===== config.mk =====
export PLATFORM = sky130hd
export DESIGN_NAME = synth_prog_loader
export DESIGN_NICKNAME = d
export VERILOG_FILES = /design/src/rtl/synth_prog_pkg.sv /design/src/rtl/synth_prog_ctrl.sv /design/src/rtl/synth_prog_dp.sv /design/src/rtl/synth_prog_loader.sv
export SDC_FILE = /design/constraint.sdc
export NUM_CORES = 1
export LEC_CHECK = 0
export ABC_AREA = 1
export BUFFER_PORTS_ARGS = -buffer_cell sky130_fd_sc_hd__buf_4
export CAP_MARGIN = 20
export CORE_UTILIZATION = 45
export DETAILED_ROUTE_END_ITERATION = 12
export PLACE_DENSITY = 0.7
export SYNTH_ARGS = -nofsm -noshare
export SYNTH_HDL_FRONTEND = slang
export SYNTH_SLANG_ARGS = --single-unit

===== constraint.sdc =====
create_clock -name clk -period 2.5 [get_ports clk]
set_input_delay 0.125 -clock clk [delete_from_list [all_inputs] [get_ports clk]]
set_output_delay 0.125 -clock clk [all_outputs]
set_load 0.005 [all_outputs]

===== src/rtl/synth_prog_pkg.sv =====
package synth_prog_pkg;

  // Strobes passed from the control path to the datapath each system clock.
  typedef struct packed {
    logic shift;   // take one serial bit into the shift register
    logic bitIn;   // the synchronised data bit to take
    logic loadAm;  // transfer swallow and main fields to the latches
    logic loadR;   // also transfer the reference field (full frame)
  } progStrobe_t;

endpackage


===== src/rtl/synth_prog_ctrl.sv =====
module synth_prog_ctrl
  import synth_prog_pkg::*;
#(
  parameter int FULL_LEN    = 28,
  parameter int SHORT_LEN   = 17,
  parameter int SYNC_STAGES = 2
) (
  input  logic        clk,
  input  logic        rst_n,
  input  logic        serClk,
  input  logic        serData,
  input  logic        serEn,
  output progStrobe_t strobe
);

  localparam int CNT_W = $clog2(FULL_LEN + 2);
  localparam logic [CNT_W-1:0] CNT_MAX = '1;
  localparam logic [CNT_W-1:0] FULL_C  = CNT_W'(FULL_LEN);
  localparam logic [CNT_W-1:0] SHORT_C = CNT_W'(SHORT_LEN);

  logic [SYNC_STAGES-1:0] clkSync, datSync, enSync;
  logic                   clkPrev, enPrev;
  logic [CNT_W-1:0]       bitCnt;
  logic                   clkNow, enNow, datNow;
  logic                   clkRise, enFall, shiftNow;

  // Bring the three serial lines into the system clock domain.
  always_ff @(posedge clk or negedge rst_n) begin
    if (!rst_n) begin
      clkSync <= '0;
      datSync <= '0;
      enSync  <= '0;
      clkPrev <= 1'b0;
      enPrev  <= 1'b0;
    end else begin
      clkSync <= {clkSync[SYNC_STAGES-2:0], serClk};
      datSync <= {datSync[SYNC_STAGES-2:0], serData};
      enSync  <= {enSync[SYNC_STAGES-2:0], serEn};
      clkPrev <= clkSync[SYNC_STAGES-1];
      enPrev  <= enSync[SYNC_STAGES-1];
    end
  end

  always_comb begin
    clkNow   = clkSync[SYNC_STAGES-1];
    enNow    = enSync[SYNC_STAGES-1];
    datNow   = datSync[SYNC_STAGES-1];
    clkRise  = clkNow & ~clkPrev;
    enFall   = enPrev & ~enNow;
    shiftNow = clkRise & enNow;
  end

  // Saturating bit counter; cleared while the frame is closed.
  always_ff @(posedge clk or negedge rst_n) begin
    if (!rst_n) begin
      bitCnt <= '0;
    end else if (!enNow) begin
      bitCnt <= '0;
    end else if (shiftNow && (bitCnt != CNT_MAX)) begin
      bitCnt <= bitCnt + 1'b1;
    end
  end

  always_comb begin
    strobe.shift  = shiftNow;
    strobe.bitIn  = datNow;
    strobe.loadR  = enFall && (bitCnt == FULL_C);
    strobe.loadAm = enFall && ((bitCnt == FULL_C) || (bitCnt == SHORT_C));
  end


  cnt_sat_chk: assert property (@(posedge clk) disable iff (!rst_n)
    (bitCnt == CNT_MAX) |=> ((bitCnt == CNT_MAX) || (bitCnt == '0)));


  cnt_step_chk: assert property (@(posedge clk) disable iff (!rst_n)
    1'b1 |=> ((bitCnt == $past(bitCnt)) || (bitCnt == $past(bitCnt) + 1'b1)
              || (bitCnt == '0)));

endmodule


===== src/rtl/synth_prog_dp.sv =====
module synth_prog_dp
  import synth_prog_pkg::*;
#(
  parameter int A_W = 7,
  parameter int M_W = 10,
  parameter int R_W = 11
) (
  input  logic           clk,
  input  logic           rst_n,
  input  progStrobe_t    strobe,
  output logic [A_W-1:0] aQ,
  output logic [M_W-1:0] mQ,
  output logic [R_W-1:0] rQ
);

  localparam int FULL_LEN = A_W + M_W + R_W;

  logic [FULL_LEN-1:0] shiftReg;

  // New bits enter at the bottom, so the first bit sent ends up highest.
  always_ff @(posedge clk or negedge rst_n) begin
    if (!rst_n) begin
      shiftReg <= '0;
    end else if (strobe.shift) begin
      shiftReg <= {shiftReg[FULL_LEN-2:0], strobe.bitIn};
    end
  end

  always_ff @(posedge clk or negedge rst_n) begin
    if (!rst_n) begin
      aQ <= '0;
      mQ <= '0;
      rQ <= '0;
    end else if (strobe.loadR) begin
      aQ <= shiftReg[FULL_LEN-1 -: A_W];
      mQ <= shiftReg[R_W +: M_W];
      rQ <= shiftReg[R_W-1:0];
    end else if (strobe.loadAm) begin
      aQ <= shiftReg[M_W +: A_W];
      mQ <= shiftReg[M_W-1:0];
    end
  end


  load_nest_chk: assert property (@(posedge clk) disable iff (!rst_n)
    strobe.loadR |-> strobe.loadAm);


  r_hold_chk: assert property (@(posedge clk) disable iff (!rst_n)
    !strobe.loadR |=> $stable(rQ));


  am_hold_chk: assert property (@(posedge clk) disable iff (!rst_n)
    !strobe.loadAm |=> ($stable(aQ) && $stable(mQ)));


  shift_load_excl_chk: assert property (@(posedge clk) disable iff (!rst_n)
    strobe.shift |-> !strobe.loadAm);

endmodule


===== src/rtl/synth_prog_loader.sv =====
module synth_prog_loader
  import synth_prog_pkg::*;
#(
  parameter int A_W         = 7,
  parameter int M_W         = 10,
  parameter int R_W         = 11,
  parameter int SYNC_STAGES = 2
) (
  input  logic           clk,
  input  logic           rst_n,
  input  logic           serClk,
  input  logic           serData,
  input  logic           serEn,
  output logic [A_W-1:0] swallowCnt,
  output logic [M_W-1:0] mainCnt,
  output logic [R_W-1:0] refCnt
);

  localparam int FULL_LEN  = A_W + M_W + R_W;
  localparam int SHORT_LEN = A_W + M_W;

  progStrobe_t strobe;

  synth_prog_ctrl #(
    .FULL_LEN   (FULL_LEN),
    .SHORT_LEN  (SHORT_LEN),
    .SYNC_STAGES(SYNC_STAGES)
  ) u_ctrl (
    .clk    (clk),
    .rst_n  (rst_n),
    .serClk (serClk),
    .serData(serData),
    .serEn  (serEn),
    .strobe (strobe)
  );

  synth_prog_dp #(
    .A_W(A_W),
    .M_W(M_W),
    .R_W(R_W)
  ) u_dp (
    .clk   (clk),
    .rst_n (rst_n),
    .strobe(strobe),
    .aQ    (swallowCnt),
    .mQ    (mainCnt),
    .rQ    (refCnt)
  );

endmodule


==> results of run 1 <==
-- state kept, by name (all words and copies together) (netlist names) --
register / count
u_ctrl.enSync: 2
u_dp.mQ: 10
u_ctrl.clkSync: 2
u_ctrl.datSync: 2
u_ctrl.enPrev: 1
u_ctrl.bitCnt: 5
u_dp.shiftReg: 28
u_dp.aQ: 7
u_dp.rQ: 11
u_ctrl.clkPrev: 1
-- per-layer routing --
metal / GRT usage, % / vias up
li1: - / 1113
met1: 27.1 / 1045
met2: 30.4 / 58
met3: 7.56 / 7
met4: 8.60 / 0
met5: 0 / -
-- logic make-up after synthesis --
family	count (synthesis)
and+or+nand+nor	191
DFF	69
buffers and inverters	34
AOI/OAI and AO/OA	28
adders and majority gates	4
xor gates and xnor gates	2
-- cell usage after synthesis, types with 3 or more instances --
| library cell | instances | area, um^2 |
|---|---|---|
| nand2_1 | 145 | 544 |
| buf_2 | 4 | 20.0 |
| clkbuf_1 | 5 | 18.8 |
| o21ai_1 | 11 | 55.1 |
| inv_1 | 18 | 67.6 |
| nor2_1 | 3 | 11.3 |
| dfrtp_1 | 69 | 1730 |
| o21ai_0 | 17 | 85.1 |
| nand3_1 | 36 | 180 |
| ha_1 | 4 | 50.1 |
| nand2_2 | 3 | 18.8 |
-- worst paths after layout --
| kind | startpoint | end | slack (ns) | cells past startpoint |
|---|---|---|---|---|
| worst max-delay path | u_ctrl.enSync[1] | u_dp.mQ[7] | 0.63 | 7 |
| worst min-delay path | u_ctrl.clkSync[0] | u_ctrl.clkSync[1] | 0.35 | 0 |
| worst max register to register | u_ctrl.enSync[1] | u_dp.mQ[7] | 0.63 | 7 |
| worst min register to register | u_ctrl.clkSync[0] | u_ctrl.clkSync[1] | 0.35 | 0 |
| max in group asynchronous | rst_n | u_dp.aQ[0] | 1.52 | 2 |
| min in group asynchronous | rst_n | u_ctrl.bitCnt[1] | 0.42 | 2 |
-- power groups by stage --
stage | combinational, mW | clock [mW] | sequential, mW
2_1_floorplan | 0.0833 | 0 | 1.20
6_report | 0.131 | 1.14 | 1.19
5_1_grt | 0.160 | 1.21 | 1.20
3_5_place_dp | 0.127 | 0 | 1.21
3_3_place_gp | 0.125 | 0 | 1.21
4_1_cts | 0.133 | 1.16 | 1.19
-- final cells by class --
cell class	instances	area [um^2]	share of cell area [%]
Multi-Input combinational cell	225	1000	28.8
Timing Repair Buffer	42	325	9.35
Sequential cell	69	1730	49.6
Clock inverter	5	106	3.06
Clock buffer	11	151	4.35
Inverter	19	71.3	2.05
Tap cell	75	93.8	2.70
-- per-stage QoR --
stage          util (%)  instance area [um^2]  cells  power, mW
6_report           57.4                  3480    446       2.47
4_1_cts            57.4                  3480    446       2.48
3_5_place_dp       52.5                  3180    426       1.34
2_1_floorplan         -                  2880    328       1.28
3_3_place_gp       52.5                  3180    426       1.34
5_1_grt            57.4                  3480    446       2.57
-- placed cells by master (no fill, tap or decap), types with 4 or more instances in the layout --
cell type,instances
buf_4,38
o21ai_1,11
dlygate4sd3_1,4
o21ai_0,17
nand2_1,145
nand3_1,36
inv_1,18
ha_1,4
clkbuf_8,11
dfrtp_1,69
-- what timing repair did --
item	4_1_cts	5_1_grt
hold buffers	4	0
setup buffers	0	0
endpoints found under the hold margin	72	0
==> key figures, run 1 <==
Die
  • Chip height: 82.0 um
  • Core area: 6060 um^2
  • Die Wd: 82.0 um
  • I/O pins: 33
  • Die outline area: 6730 um^2
  • # rows: 28
  • Initial Utilization: 47.6%

Critical path
  • Crit path buf inv count: 1
  • CP startpoint kind: register
  • Worst Setup End Kind: register
  • Max stage delay cell, worst path: dfrtp_1
  • CP required: 2.74 ns
  • Crit path top cell by count: nand2_1
  • WP data arrival: 2.10 ns
  • Crit path max fanout: 25
  • CP Class: register to register
  • Critical Path Max Stage Delay: 0.43 ns
  • CP delay by family, top: simple AND/OR/NAND/NOR gates
  • CP cell instances: nor2_4 -> nand2_2 -> buf_4 -> nand2_1 -> nand2_1 -> nand2_1 -> nand2_1

Global routing
  • Remaining global-route overflow: 0
  • Initial antenna violation count: 0
  • Vias in the first global route: 2216
  • First-pass GRT wire length: 10100 um
  • GRT Overall Usage: 20.6%
  • Largest net degree at the start of global routing: 70

CTS
  • Num CTS Buffers: 9
  • CTS-repair resized insts: 0
  • CTS tree: yes
  • Worst skew pair latency: 0.35 ns
  • Clk slew on worst S/H paths: 0.07 ns
  • CTS max path bufs: 2
  • CTS sink cnt: 69
  • Clock tree root buffer cell: clkbuf_8
  • H-tree depth: 3

Finish
  • FILL cells: 566
  • Antenna diode count: 0
  • Fraction of layout cells with a size suffix above 1: 16.2%
  • Syn-to-layout area delta: 20.7%
  • Final #Nets: 375

STA
  • Max Slew Vio Count: 0
  • Final hold vios: 0
  • Relative slew margins: 43.9%
  • RSZ-0062 raised after global routing: false
  • Fmax: 535 MHz
  • Setup_tns: 0 ns
  • Clk_skew: 0.00684 ns
  • Slew @ Worst Pin: 0.841 ns
  • Fin crit period: 1.87 ns
  • Final period utilization: 74.7%
  • Worst setup margin: 0.632 ns
  • Final setup vio count: 0
  • WHS: 0.352 ns

Detailed routing
  • Highest metal layer with signal wires: met4
  • Met2 WL: 2650 um
  • Detailed Routing Iterations Pass 1: 6
  • DRC Markers: 0
  • Number of vias per cell: 4.98
  • ANT nets after route: 0
  • Final WL: 5880 um
  • Routed len/inst: 13.2 um
  • Met3 Wirelength: 246 um
  • Starting DRT DRC Count: 181
  • WL met1: 2910 um
  • Via count: 2223

Yosys
  • Cell count after synthesis: 328
  • Yosys cell types: 21
  • Synth Area in XOR/XNOR: 0.608%
  • Synthesized flop and latch total: 69
  • Synth Warn #: 0
  • Synth async-reset ratio: 100%
  • Post-synth EDFFs: 0
  • Simple-gate share of the synthesized area: 27.6%
  • Sequential element share of the synthesized area: 59.9%
  • Synthesized cell area: 2880 um^2
  • Largest family of logic cells by synthesized area: simple AND/OR/NAND/NOR gates
  • Post-Synth Adder-Cell Area: 1.74%
  • Avg Cell Area, Syn: 8.79 um^2
  • Ys flop type: dfrtp_1
  • Compound-gate portion of the synthesized area: 4.86%
  • Post-synthesis mux area share: 0%
  • Net count after synthesis: 337

Pwr
  • Comb power frac: 5.3%
  • Clock network power share: 46.3%
  • Internal Power: 1.92 mW
  • Sw power: 0.547 mW
  • Leak Pwr: 1.87 nW
  • VDD IR-drop max: 598 uV
  • Switching power share of the total: 22.2%
  • Pwr/cell area: 709 nW/um^2
  • Flop pwr share: 48.4%

Worst hold path
  • Hold Crit Class: register to register

Placed design
  • Post-DP HPWL: 3790 um
  • Placer's final routability congestion estimate: 0.803
  • I/O Buffers: 32
  • Setup WS pre-CTS: 0.648 ns

Run
  • Max cap viols: 0

Status
  • Outcome: complete, no violations
No activity file was read; power rests on OpenSTA's default activity.
==> run 2: changes to the inputs <==
--- a/config.mk
+++ b/config.mk
@@ -5,12 +5,12 @@
 export SDC_FILE = /design/constraint.sdc
 export NUM_CORES = 1
 export LEC_CHECK = 0
-export ABC_AREA = 1
+export ABC_AREA = 0
 export BUFFER_PORTS_ARGS = -buffer_cell sky130_fd_sc_hd__buf_4
 export CAP_MARGIN = 20
 export CORE_UTILIZATION = 45
 export DETAILED_ROUTE_END_ITERATION = 12
-export PLACE_DENSITY = 0.7
+export PLACE_DENSITY = 0.72
 export SYNTH_ARGS = -nofsm -noshare
 export SYNTH_HDL_FRONTEND = slang
 export SYNTH_SLANG_ARGS = --single-unit
==> constraint.sdc (replaced) <==
create_clock -name clk -period 1.6 [get_ports clk]
set_input_delay 0.08 -clock clk [delete_from_list [all_inputs] [get_ports clk]]
set_output_delay 0.08 -clock clk [all_outputs]
set_load 0.005 [all_outputs]
==> run 2 against run 1 <==
Against the previous run: the flow now finishes with violations (setup timing); setup slack lost 0.84 ns; total power grew 47%; die area grew 0.38%; final cell count shrank 19%; critical path depth shrank 1; combinational power grew 110%; utilization grew 5.9 points; critical endpoint is now u_ctrl.bitCnt[3]; largest cell class unchanged; largest power group unchanged.
==> key figures, run 2 <==
Status
  • Outcome: finished with violations
  • Failing checks: setup timing

STA
  • Clk_skew: 0.00852 ns
  • Final period utilization: 113%
  • Slew @ Worst Pin: 0.499 ns
  • Fmax: 552 MHz
  • Relative slew margins: 66.7%
  • WHS: 0.232 ns
  • Worst setup margin: -0.212 ns
  • Final hold vios: 0
  • Setup_tns: -1.95 ns
  • RSZ-0062 raised after global routing: true
  • Fin crit period: 1.81 ns
  • Final setup vio count: 33
  • Max Slew Vio Count: 0

Yosys
  • Net count after synthesis: 233
  • Most common cell in the netlist: dfrtp_1
  • Area leader, netlist: dfrtp_1
  • Post-synth top cells: 69 x dfrtp_1, 38 x mux2_2, 19 x o21ai_0
  • Synth async-reset ratio: 100%
  • Synthesized flop and latch total: 69
  • Synth Warn #: 0
  • Yosys cell types: 28
  • Avg Cell Area, Syn: 12.9 um^2
  • Ys flop type: dfrtp_1
  • Top post-synthesis cells by area: dfrtp_1 60%, mux2_2 15%, a31oi_1 3.7%
  • Sequential element share of the synthesized area: 59.7%
  • Cell count after synthesis: 224
  • Synthesized cell area: 2890 um^2
  • Area share of the largest cell type after synthesis: 59.7%
  • Post-synth EDFFs: 0

Critical path
  • RR Endpoint: u_ctrl.bitCnt[3]
  • Crit path buf inv count: 0
  • CP Class: register to register
  • WP data arrival: 2.03 ns
  • RR Startpoint: u_ctrl.bitCnt[1]
  • R2R Setup Slk: -0.21 ns
  • Crit path max fanout: 2
  • Max stage delay cell, worst path: dfrtp_1
  • CP startpoint kind: register
  • Critical Path Max Stage Delay: 0.39 ns
  • CP cell instances: ha_2 -> and3_4 -> ha_4 -> and4bb_2 -> mux2_4 -> a22o_1
  • Worst Setup End Kind: register
  • CP required: 1.82 ns
  • CP delay by family, top: simple AND/OR/NAND/NOR gates
  • FF-to-FF path depth: 6

Finish
  • Antenna diode count: 0
  • Number of flip-flops in the largest register: 28
  • Finished Cell Area: 3830 um^2
  • Largest regs: u_dp.shiftReg x28, u_dp.rQ x11, u_dp.mQ x10
  • Final Core Density: 63.3%
  • Post-Layout Cell Count: 363
  • Fraction of layout cells with a size suffix above 1: 51.7%
  • Commonest non-fill, non-tap cells in the layout: 69 x dfrtp_1, 51 x buf_4, 37 x mux2_2, 17 x nand4_1, 17 x nor3_1
  • Most flops, register: u_dp.shiftReg
  • Most common cell after layout, fill and taps aside: dfrtp_1
  • Syn-to-layout area delta: 32.5%
  • Final #Nets: 292

Die
  • Die outline area: 6760 um^2
  • Initial Utilization: 47.7%
  • Core area: 6060 um^2
  • I/O pins: 33
  • Chip height: 82.2 um
  • Die Wd: 82.2 um
  • # rows: 28

Global routing
  • Initial antenna violation count: 0
  • Vias in the first global route: 2007
  • First-pass GRT wire length: 10100 um
  • GRT Overall Usage: 20.6%
  • Remaining global-route overflow: 0
  • Largest net degree at the start of global routing: 35

Pwr
  • Leak Pwr: 1.81 nW
  • Pwr/cell area: 948 nW/um^2
  • VDD IR-drop max: 712 uV
  • Power Total: 3.64 mW

Worst hold path
  • Hold Crit Class: input port to asynchronous set/reset pin

Run
  • Max cap viols: 0

Detailed routing
  • Starting DRT DRC Count: 121
  • Routed len/inst: 17.1 um
  • ANT nets after route: 0
  • DRC Markers: 0
  • Detailed Routing Iterations Pass 1: 4
  • Final WL: 6210 um
  • Via count: 2048
  • Number of vias per cell: 5.64

CTS
  • Clk slew on worst S/H paths: 0.07 ns
  • Worst skew pair latency: 0.34 ns
  • CTS max path bufs: 2
  • CTS sink cnt: 69
  • H-tree depth: 3
  • CTS tree: yes
  • Clock tree root buffer cell: clkbuf_8
  • Num CTS Buffers: 9

Placed design
  • Placer's final routability congestion estimate: 0.768
  • Setup WS pre-CTS: -0.210 ns
  • Cells after DPL: 335
  • Post-DP HPWL: 3840 um
  • I/O Buffers: 32
  • Placed cell area: 3360 um^2
[run 2: logic make-up (layout without fill, tap and decap cells)]
logic type               count (synthesis)  count (layout)  synth area share, %
AO/OA/AOI/OAI                           39              39                 7.78
adder cells (fa/ha/maj)                  4               4                 1.73
buffers and inverters                   20              84                 3.67
flip-flops                              69              69                 59.7
multiplexers                            41              41                 16.2
AND/OR/NAND/NOR                         51              51                 11.0
[run 2: repair_timing]
action                     in CTS  in global routing
cloned                          2                  0
hold endpoints to repair       30                  0
pin swaps                      10                 10
hold buffers                    4                  0
buffers inserted                3                  3
gates resized for setup        33                 19
setup endpoints to repair      32                 33
[run 2: worst max path at each step]
stage / cells after the start / end / startpoint
global route: 6 / u_ctrl.bitCnt[3] / u_ctrl.bitCnt[1]
global placement: 6 / u_ctrl.bitCnt[3] / u_ctrl.bitCnt[1]
finish: 6 / u_ctrl.bitCnt[3] / u_ctrl.bitCnt[1]
floorplan: 6 / u_ctrl.bitCnt[3] / u_ctrl.bitCnt[0]
CTS: 6 / u_ctrl.bitCnt[3] / u_ctrl.bitCnt[0]
detailed placement: 6 / u_ctrl.bitCnt[3] / u_ctrl.bitCnt[1]
[run 2: area by class of cell]
| cell class | instances | area, um^2 |
|---|---|---|
| fill | 448 | 2230 |
| sequential | 69 | 1730 |
| multi-input combinational | 135 | 1230 |
| timing repair buffer | 66 | 586 |
| clock buffer | 12 | 145 |
| tap | 75 | 93.8 |
| clock inverter | 4 | 47.5 |
| inverter | 2 | 7.51 |
[run 2: report_power, final]
group / total [mW] / internal, mW / switching, mW
registers: 1.97 / 1.85 / 0.121
logic: 0.272 / 0.147 / 0.124
clock network: 1.39 / 0.759 / 0.632
total: 3.64 / 2.76 / 0.877
[run 2: layer usage]
metal  share of wire, %  wire, um  GRT usage (%)  vias to the layer above
li1                   -         -              -                      951
met1                 47      2920           28.5                     1045
met2                 49      3040           31.2                       44
met3                3.0       185           4.18                        8
met4                1.2        75           9.12                        0
met5                  0         0              0                        -
==> run 3: changes to the inputs <==
--- a/config.mk
+++ b/config.mk
@@ -8,8 +8,10 @@
 export ABC_AREA = 0
 export BUFFER_PORTS_ARGS = -buffer_cell sky130_fd_sc_hd__buf_4
 export CAP_MARGIN = 20
+export CORE_ASPECT_RATIO = 1.2
 export CORE_UTILIZATION = 45
 export DETAILED_ROUTE_END_ITERATION = 12
+export GPL_ROUTABILITY_DRIVEN = 0
 export PLACE_DENSITY = 0.72
 export SYNTH_ARGS = -nofsm -noshare
 export SYNTH_HDL_FRONTEND = slang
==> run 3 against run 2 <==
Against the previous run: the flow still finishes with violations (setup timing); routed wire length decreased by 1.8%; total power increased by 4.9%; sequential power about the same; via count unchanged; die area about the same; clock power increased by 14%; setup slack improved by 0.059 ns; non-clock buffer count decreased by 3; clock skew increased by 0.0023 ns; maximum frequency increased by 3.4%; hold slack got worse by 0.023 ns; critical endpoint unchanged.
==> key figures, run 3 (synthesis gave the netlist of run 2 again) <==
Status
  • Outcome: finished with violations
  • Failing checks: setup timing

Finish
  • Final Core Density: 61.9%
  • Antenna diode count: 0
  • Most common cell after layout, fill and taps aside: dfrtp_1
  • Commonest non-fill, non-tap cells in the layout: 69 x dfrtp_1, 51 x buf_4, 37 x mux2_2, 17 x nand4_1, 17 x nor3_1
  • Fraction of layout cells with a size suffix above 1: 50.2%
  • Syn-to-layout area delta: 31.2%
  • Number of flip-flops in the largest register: 28
  • Largest regs: u_dp.shiftReg x28, u_dp.rQ x11, u_dp.mQ x10
  • Final #Nets: 289
  • Most flops, register: u_dp.shiftReg
  • Post-Layout Cell Count: 367
  • Finished Cell Area: 3800 um^2
  • FILL cells: 501

Pwr
  • Switching power share of the total: 23.7%
  • Flop pwr share: 51.6%
  • Leak Pwr: 1.80 nW
  • VDD IR-drop max: 593 uV
  • Clock network power share: 41.4%
  • Pwr/cell area: 1000 nW/um^2
  • Comb power frac: 7.0%
  • Sw power: 0.903 mW
  • Internal Power: 2.91 mW
  • Power Total: 3.81 mW

Placed design
  • Post-DP HPWL: 3780 um
  • Cells after DPL: 340
  • I/O Buffers: 32
  • Setup WS pre-CTS: -0.189 ns
  • Placed cell area: 3340 um^2

CTS
  • Worst skew pair latency: 0.35 ns
  • Clk slew on worst S/H paths: 0.08 ns
  • CTS tree: yes
  • CTS max path bufs: 2
  • Num CTS Buffers: 9
  • Clock tree root buffer cell: clkbuf_8
  • CTS sink cnt: 69
  • H-tree depth: 3

Detailed routing
  • ANT nets after route: 0
  • Final WL: 6100 um
  • Starting DRT DRC Count: 127
  • Number of vias per cell: 5.58
  • DRC Markers: 0
  • Via count: 2048
  • Detailed Routing Iterations Pass 1: 4
  • Routed len/inst: 16.6 um

Global routing
  • Largest net degree at the start of global routing: 39
  • Vias in the first global route: 2060
  • GRT Overall Usage: 19.7%
  • Initial antenna violation count: 0
  • First-pass GRT wire length: 10000 um
  • Remaining global-route overflow: 0

STA
  • Setup_tns: -0.885 ns
  • RSZ-0062 raised after global routing: true
  • Final hold vios: 0
  • Clk_skew: 0.0108 ns
  • Max Slew Vio Count: 0
  • Fin crit period: 1.75 ns
  • Final period utilization: 110%
  • Worst setup margin: -0.153 ns
  • WHS: 0.209 ns
  • Slew @ Worst Pin: 0.440 ns
  • Relative slew margins: 70.7%
  • Final setup vio count: 30
  • Fmax: 570 MHz

Critical path
  • CP startpoint kind: register
  • Max stage delay cell, worst path: dfrtp_1
  • CP delay by family, top: simple AND/OR/NAND/NOR gates
  • RR Startpoint: u_ctrl.bitCnt[1]
  • CP required: 1.83 ns
  • Worst Setup End Kind: register
  • FF-to-FF path depth: 6
  • Critical Path Max Stage Delay: 0.40 ns
  • CP Capture Point: u_ctrl.bitCnt[3]
  • CP Class: register to register
  • R2R Setup Slk: -0.15 ns
  • Cell depth of the worst setup path: 6
  • Crit path max fanout: 2
  • WP data arrival: 1.99 ns
  • CP startpoint: u_ctrl.bitCnt[1]
  • RR Endpoint: u_ctrl.bitCnt[3]
  • Crit path buf inv count: 0
  • CP cell instances: ha_2 -> and3_4 -> ha_4 -> and4bb_2 -> mux2_4 -> a22o_1

Die
  • I/O pins: 33
  • Core area: 6130 um^2
  • # rows: 31
  • Die outline area: 6760 um^2
  • Die Wd: 75.2 um
  • Initial Utilization: 47.2%
  • Chip height: 89.9 um

Run
  • Max cap viols: 0

Worst hold path
  • Hold Crit Class: input port to asynchronous set/reset pin
[run 3: power by group through the flow]
stage	Sequential, mW	Clock, mW	Combinational [mW]
2_1_floorplan	1.96	0	0.150
3_3_place_gp	1.99	0	0.221
6_report	1.97	1.58	0.266
4_1_cts	1.97	1.60	0.262
5_1_grt	1.98	1.67	0.291
3_5_place_dp	2.00	0	0.236
[run 3: routing by layer]
layer	part of all wire, %	routed length, um	vias to the layer above	GRT usage (%)
met2	50	3060	58	29.1
met1	44	2660	1033	27.8
met4	2.1	131	0	9.72
met3	4.1	248	13	3.36
met5	0	0	-	0
li1	-	-	944	-
[run 3: how the worst min path moves through the flow]
stage	end	slack (ns)	depth (start not counted)
floorplan	u_ctrl.bitCnt[0]	-0.22	0
global placement	u_dp.mQ[7]	0.05	1
detailed placement	u_dp.mQ[7]	0.05	1
CTS	u_dp.mQ[7]	0.22	2
global route	u_dp.mQ[7]	0.24	2
finish	u_dp.mQ[7]	0.21	2
[run 3: what timing repair did]
item                                    CTS  global route
gates resized for setup                  27            16
cloned                                    1             0
buffers inserted                          5             3
endpoints found under the setup margin   32            33
endpoints found under the hold margin    34             0
pin swaps                                 4             5
hold buffers                              4             0
[run 3: layout make-up]
class	instances	area, um^2	share of cell area (%)
Clock inverter	6	86.3	2.27
Inverter	2	10.0	0.264
Multi-Input combinational cell	135	1190	31.5
Clock buffer	10	138	3.63
Timing Repair Buffer	63	538	14.2
Sequential cell	69	1730	45.5
Tap cell	82	103	2.70
